--- src/rtl/psw_pkg.sv ---
package psw_pkg;
  localparam int PSW_W    = 8;
  localparam int CY_B     = 7;
  localparam int AC_B     = 6;
  localparam int F0_B     = 5;
  localparam int RS1_B    = 4;
  localparam int RS0_B    = 3;
  localparam int OV_B     = 2;
  localparam int F1_B     = 1;
  localparam int P_B      = 0;
  localparam logic [7:0] PSW_SFR_ADDR = 8'hD0;
endpackage

--- src/rtl/psw_flag_reg.sv ---
module psw_flag_reg
  import psw_pkg::*;
#(
  parameter int W     = PSW_W,
  parameter int SEL_W = $clog2(W)
) (
  input  logic             clk,
  input  logic             rst_n,
  input  logic             byte_we,
  input  logic [W-1:0]     wdata,
  input  logic             bit_we,
  input  logic [SEL_W-1:0] bit_sel,
  input  logic             bit_val,
  input  logic             cy_we,
  input  logic             cy_d,
  input  logic             ac_we,
  input  logic             ac_d,
  input  logic             ov_we,
  input  logic             ov_d,
  output logic [W-1:1]     flags_q
);
  // one storage cell per software-visible bit; bit 0 lives elsewhere
  for (genvar i = 1; i < W; i++) begin : g_bit
    logic alu_we, alu_d, bw_hit, d_nxt, en;
    always_comb begin
      alu_we = 1'b0;
      alu_d  = 1'b0;
      if (i == CY_B) begin alu_we = cy_we; alu_d = cy_d; end
      if (i == AC_B) begin alu_we = ac_we; alu_d = ac_d; end
      if (i == OV_B) begin alu_we = ov_we; alu_d = ov_d; end
      bw_hit = bit_we && (bit_sel == SEL_W'(i));
      // software access outranks the ALU; a byte write outranks a bit write
      en    = byte_we || bw_hit || alu_we;
      d_nxt = byte_we ? wdata[i] : (bw_hit ? bit_val : alu_d);
    end
    always_ff @(posedge clk or negedge rst_n) begin
      if (!rst_n)  flags_q[i] <= 1'b0;
      else if (en) flags_q[i] <= d_nxt;
    end
  end
endmodule

--- src/rtl/psw_parity.sv ---
module psw_parity #(
  parameter int W = 8
) (
  input  logic         clk,
  input  logic         rst_n,
  input  logic         load,
  input  logic [W-1:0] acc,
  output logic         par_q
);
  logic par_d;
  always_comb par_d = ^acc;
  always_ff @(posedge clk or negedge rst_n) begin
    if (!rst_n)    par_q <= 1'b0;
    else if (load) par_q <= par_d;
  end
endmodule

--- src/rtl/psw_bank_addr.sv ---
module psw_bank_addr #(
  parameter int BANK_W = 2,
  parameter int IDX_W  = 3,
  parameter int ADDR_W = 8
) (
  input  logic [BANK_W-1:0] bank,
  input  logic [IDX_W-1:0]  idx,
  output logic [ADDR_W-1:0] addr
);
  localparam int PAD_W = ADDR_W - BANK_W - IDX_W;
  always_comb addr = {{PAD_W{1'b0}}, bank, idx};
endmodule

--- src/rtl/psw_unit.sv ---
module psw_unit
  import psw_pkg::*;
#(
  parameter int         W       = PSW_W,
  parameter int         IDX_W   = 3,
  parameter int         ADDR_W  = 8,
  parameter logic [7:0] SFR_ADR = PSW_SFR_ADDR
) (
  input  logic              clk,
  input  logic              rst_n,
  input  logic [7:0]        sfr_addr,
  input  logic              sfr_wr_en,
  input  logic [W-1:0]      sfr_wdata,
  output logic [W-1:0]      sfr_rdata,
  input  logic              bit_wr_en,
  input  logic [7:0]        bit_addr,
  input  logic              bit_val,
  input  logic              alu_cy_we,
  input  logic              alu_cy,
  input  logic              alu_ac_we,
  input  logic              alu_ac,
  input  logic              alu_ov_we,
  input  logic              alu_ov,
  input  logic [W-1:0]      acc,
  input  logic              insn_done,
  input  logic [IDX_W-1:0]  reg_idx,
  output logic [W-1:0]      psw_q,
  output logic [ADDR_W-1:0] reg_addr
);
  localparam int SEL_W = $clog2(W);

  logic             byte_hit, bit_hit, rd_hit, par_q;
  logic [W-1:1]     flags_q;

  always_comb begin
    byte_hit = sfr_wr_en && (sfr_addr == SFR_ADR);
    bit_hit  = bit_wr_en && (bit_addr[7:SEL_W] == SFR_ADR[7:SEL_W]);
    rd_hit   = (sfr_addr == SFR_ADR);
  end

  psw_flag_reg #(.W(W), .SEL_W(SEL_W)) u_flags (
    .clk(clk), .rst_n(rst_n),
    .byte_we(byte_hit), .wdata(sfr_wdata),
    .bit_we(bit_hit), .bit_sel(bit_addr[SEL_W-1:0]), .bit_val(bit_val),
    .cy_we(alu_cy_we), .cy_d(alu_cy),
    .ac_we(alu_ac_we), .ac_d(alu_ac),
    .ov_we(alu_ov_we), .ov_d(alu_ov),
    .flags_q(flags_q)
  );

  psw_parity #(.W(W)) u_par (
    .clk(clk), .rst_n(rst_n), .load(insn_done), .acc(acc), .par_q(par_q)
  );

  always_comb begin
    psw_q     = {flags_q, par_q};
    sfr_rdata = rd_hit ? psw_q : '0;
  end

  psw_bank_addr #(.BANK_W(2), .IDX_W(IDX_W), .ADDR_W(ADDR_W)) u_bank (
    .bank(psw_q[RS1_B:RS0_B]), .idx(reg_idx), .addr(reg_addr)
  );
endmodule

--- config.mk ---
export PLATFORM = sky130hd
export DESIGN_NAME = psw_unit
export DESIGN_NICKNAME = d
export VERILOG_FILES = /design/src/rtl/psw_pkg.sv /design/src/rtl/psw_flag_reg.sv /design/src/rtl/psw_parity.sv /design/src/rtl/psw_bank_addr.sv /design/src/rtl/psw_unit.sv
export SDC_FILE = /design/constraint.sdc
export NUM_CORES = 1
export LEC_CHECK = 0
export BUFFER_PORTS_ARGS = -buffer_cell sky130_fd_sc_hd__buf_4
export CAP_MARGIN = 20
export CORE_MARGIN = 3
export CORE_UTILIZATION = 37
export DETAILED_ROUTE_END_ITERATION = 8
export PLACE_DENSITY = 0.84
export SYNTH_ARGS = -nofsm -noshare
export SYNTH_HDL_FRONTEND = slang
export SYNTH_SLANG_ARGS = --single-unit
--- constraint.sdc ---
create_clock -name clk -period 3.1 [get_ports clk]
set_input_delay 0.155 -clock clk [delete_from_list [all_inputs] [get_ports clk]]
set_output_delay 0.155 -clock clk [all_outputs]
set_load 0.02 [all_outputs]
==> key figures <==
Run status
  – Status: finished clean

Setup path
  – Slowest CP cell: or4_4
  – Max incr delay on CP: 0.61 ns
  – CP Class: input port to flop
  – Critical Path Fanout Max: 11
  – Startpoint types: input port
  – CP required: 3.25 ns
  – Buf/Inv on CP: 1
  – Crit path capture type: flop
  – Critical Path, Cell by Cell: buf_4, or4b_1, or4_4, o31a_2, a32o_1
  – Crit-path leading delay family: simple AND/OR/NAND/NOR gates
  – Arrival @ worst endpoint: 1.78 ns

Pwr
  – Leakage power: 0.5644 nW
  – Clock power share: 22.5%
  – Sw Share: 30.89%
  – Comb pwr share: 40.8%
  – Max IR drop VDD: 0.2830 mV
  – Reg power frac: 36.8%
  – P per Cell Area: 309.6 nW/um2
  – Switching Power: 0.1089 mW
  – Internal: 0.2437 mW

Place
  – Port Buffers: 60
  – Final Wtd Congestion: 0.7234
  – Place WS: 1.190 ns
  – Placed instance count: 155
  – Detail Placement HPWL: 1624 um
  – Placed cell area: 1106 um2

Logic synthesis
  – Seq cells post-synth: 8
  – Adder-cell share of the synthesized area: 0%
  – Count of cell types in the netlist: 29
  – Post-synthesis sequential area ratio: 28.93%
  – Largest family of logic cells by synthesized area: simple AND/OR/NAND/NOR gates
  – Simple-Gate Fraction of Synth Area: 23.33%
  – Avg Cell Area, Syn: 8.871 um2
  – Post-synthesis compound-gate area fraction: 20.98%
  – Proportion of synthesized area in mux cells: 4.340%
  – Ys Warns: 0
  – XOR/XNOR Fraction of Synth Area: 8.861%
  – Synth Cell Area: 691.9 um2
  – Syn Inst Count: 78

Route
  – DRC Markers: 0
  – Routed Wire Length: 1900 um
  – Routed Antenna Nets: 0
  – Routed vias: 762
  – Initial DRC Count: 15
  – WL per Instance: 11.95 um
  – Vias per std cell: 4.792
  – Drt pass-1 iters: 4

Timing
  – Min cycle time layout: 1.634 ns
  – Hold Slack: 0.07615 ns
  – Post-route clock skew: 0 ns
  – # setup viols final: 0
  – Period utilization: 52.71%
  – Hold Vio Cnt, Final: 0
  – Final worst slack: 1.466 ns
  – RSZ-0062 raised after global routing: no
  – Fin. max-slew vios: 0
  – Fmax: 612.0 MHz
  – Setup Total Neg Slack: 0 ns

Cells and area
  – Post-route insts no fill: 159
  – Final net count: 183
  – Ant. Diodes: 0
  – P&R area growth vs syn: 64.56%
  – Final Cell Area: 1139 um2
  – Share of layout cells above drive strength 1: 52.24%

Floorplan
  – Core area: 1745 um2
  – Initial Util: 39.64%
  – Chip width: 49.25 um
  – Rows: 15
  – Ports: 71
  – DIE AREA: 2425 um2
  – Die Height: 49.25 um

Clock network
  – Clock slew seen by the registers of the worst setup and hold paths: 0.06 ns
  – CTS tree: built
  – Num CTS Buffers: 3
  – Longest Clk Path Bufs: 2
  – Root Driver: clkbuf_4
  – Number of gates resized after cts: 0
  – H-Tree Level Count: 1
  – Worst-skew pair later-pin latency: 0.26 ns
  – Clock Sink Count: 8

Global route
  – Gr usage total: 16.08%
  – Initial antenna violation count: 0
  – First-pass GRT wire length: 2994 um
  – Layer with the highest usage: met2
  – GR Util met1: 15.20%
  – Met2 GRT Util: 29.46%
  – Total grt overflow: 0
  – GR Util met3: 7.645%
  – Largest net degree at the start of global routing: 12
  – Number of global-route vias before repair: 718

Run
  – Max-cap violations: 0

Hold path
  – Hold Crit Class: input port to flop
## routing by layer
layer | part of all wire [%] | routed length, um
met4 | 1.3 | 25
met3 | 9.3 | 177
met5 | 0 | 0
met1 | 34 | 653
met2 | 55 | 1044
## through the flow
stage	power, mW	util [%]
final	0.3526	65.23
after global routing	0.3759	65.23
after CTS	0.3571	65.23
after detailed placement	0.2759	63.37
after global placement	0.2721	63.37
after floorplan	0.2129	-
## sequential cells by signal (all words and copies together), names as in the netlist
signal,cells
u_flags.flags_q,7
u_par.par_q,1
## synthesized netlist by cell type
master / count / area (um2)
o31ai_1: 1 / 7.510
nand2b_1: 1 / 6.260
a31oi_1: 2 / 12.51
a32o_1: 3 / 30.03
buf_6: 1 / 11.26
or4_4: 1 / 11.26
mux2i_1: 3 / 30.03
or4b_1: 1 / 10.01
o31a_2: 2 / 20.02
conb_1: 1 / 3.750
buf_4: 9 / 67.56
o31a_1: 2 / 17.52
nor2_1: 5 / 18.77
or2_2: 1 / 6.260
nand2_1: 2 / 7.510
o41a_2: 1 / 12.51
or2b_2: 1 / 8.760
xnor2_1: 7 / 61.31
nand4_1: 1 / 6.260
dfrtp_1: 8 / 200.2
nand4b_1: 1 / 8.760
clkbuf_1: 1 / 3.750
or3_1: 2 / 12.51
o21ai_0: 6 / 30.03
nor3_1: 1 / 5.000
inv_1: 2 / 7.510
a21oi_1: 3 / 15.01
and2_1: 8 / 50.05
nor4bb_1: 1 / 10.01
## power groups by stage
stage	logic [mW]	registers, mW	clock network [mW]
after floorplan	0.0700	0.143	0
after global placement	0.141	0.131	0
after detailed placement	0.144	0.132	0
after CTS	0.145	0.130	0.0819
after global routing	0.155	0.133	0.0881
final	0.144	0.130	0.0792
## timing repair
item / CTS / global route
endpoints found under the hold margin: 8 / 0
setup buffers: 0 / 0
hold buffers: 1 / 0
## kinds of logic (layout without fill, tap and decap cells)
| family | after synthesis | count (layout) |
|---|---|---|
| DFF | 8 | 8 |
| other | 1 | 3 |
| muxes | 3 | 3 |
| AOI/OAI and AO/OA | 20 | 20 |
| and+or+nand+nor | 26 | 26 |
| xor gates and xnor gates | 7 | 7 |
| buffers and inverters | 13 | 67 |
## final timing paths
kind / start / end / slack (ns) / cells past startpoint
hold / removal: insn_done / u_par.par_q$_DFFE_PN0P_ / 0.08 / 2
setup / recovery: sfr_addr[5] / u_flags.flags_q[2]$_DFFE_PN0P_ / 1.47 / 5
hold reg to reg: u_par.par_q$_DFFE_PN0P_ / u_par.par_q$_DFFE_PN0P_ / 0.54 / 2
setup reg to reg: u_flags.flags_q[2]$_DFFE_PN0P_ / u_flags.flags_q[2]$_DFFE_PN0P_ / 2.13 / 3
min in group asynchronous: rst_n / u_flags.flags_q[6]$_DFFE_PN0P_ / 0.25 / 2
max in group asynchronous: rst_n / u_par.par_q$_DFFE_PN0P_ / 2.71 / 2
## placed cells by master (no fill, tap or decap)
cell type      count
nor4bb_1           1
o21ai_0            6
nor2_1             5
a31oi_1            2
or2b_2             1
clkbuf_4           3
nor3_1             1
nand2b_1           1
or4b_1             1
nand4_1            1
or2_2              1
a32o_1             3
or4_4              1
nand4b_1           1
or3_1              2
and2_1             8
o31ai_1            1
o41a_2             1
a21oi_1            3
mux2i_1            3
dfrtp_1            8
inv_1              2
buf_4             61
dlygate4sd3_1      1
conb_1             3
nand2_1            2
xnor2_1            7
o31a_1             2
o31a_2             2
## layout make-up
type / count / area (um2)
fill: 153 / 606.8
clock buffer: 3 / 22.52
multi-input combinational: 59 / 409.1
tap: 25 / 31.28
timing repair buffer: 62 / 467.9
inverter: 2 / 7.507
sequential: 8 / 200.2
No activity file was read; power rests on OpenSTA's default activity.
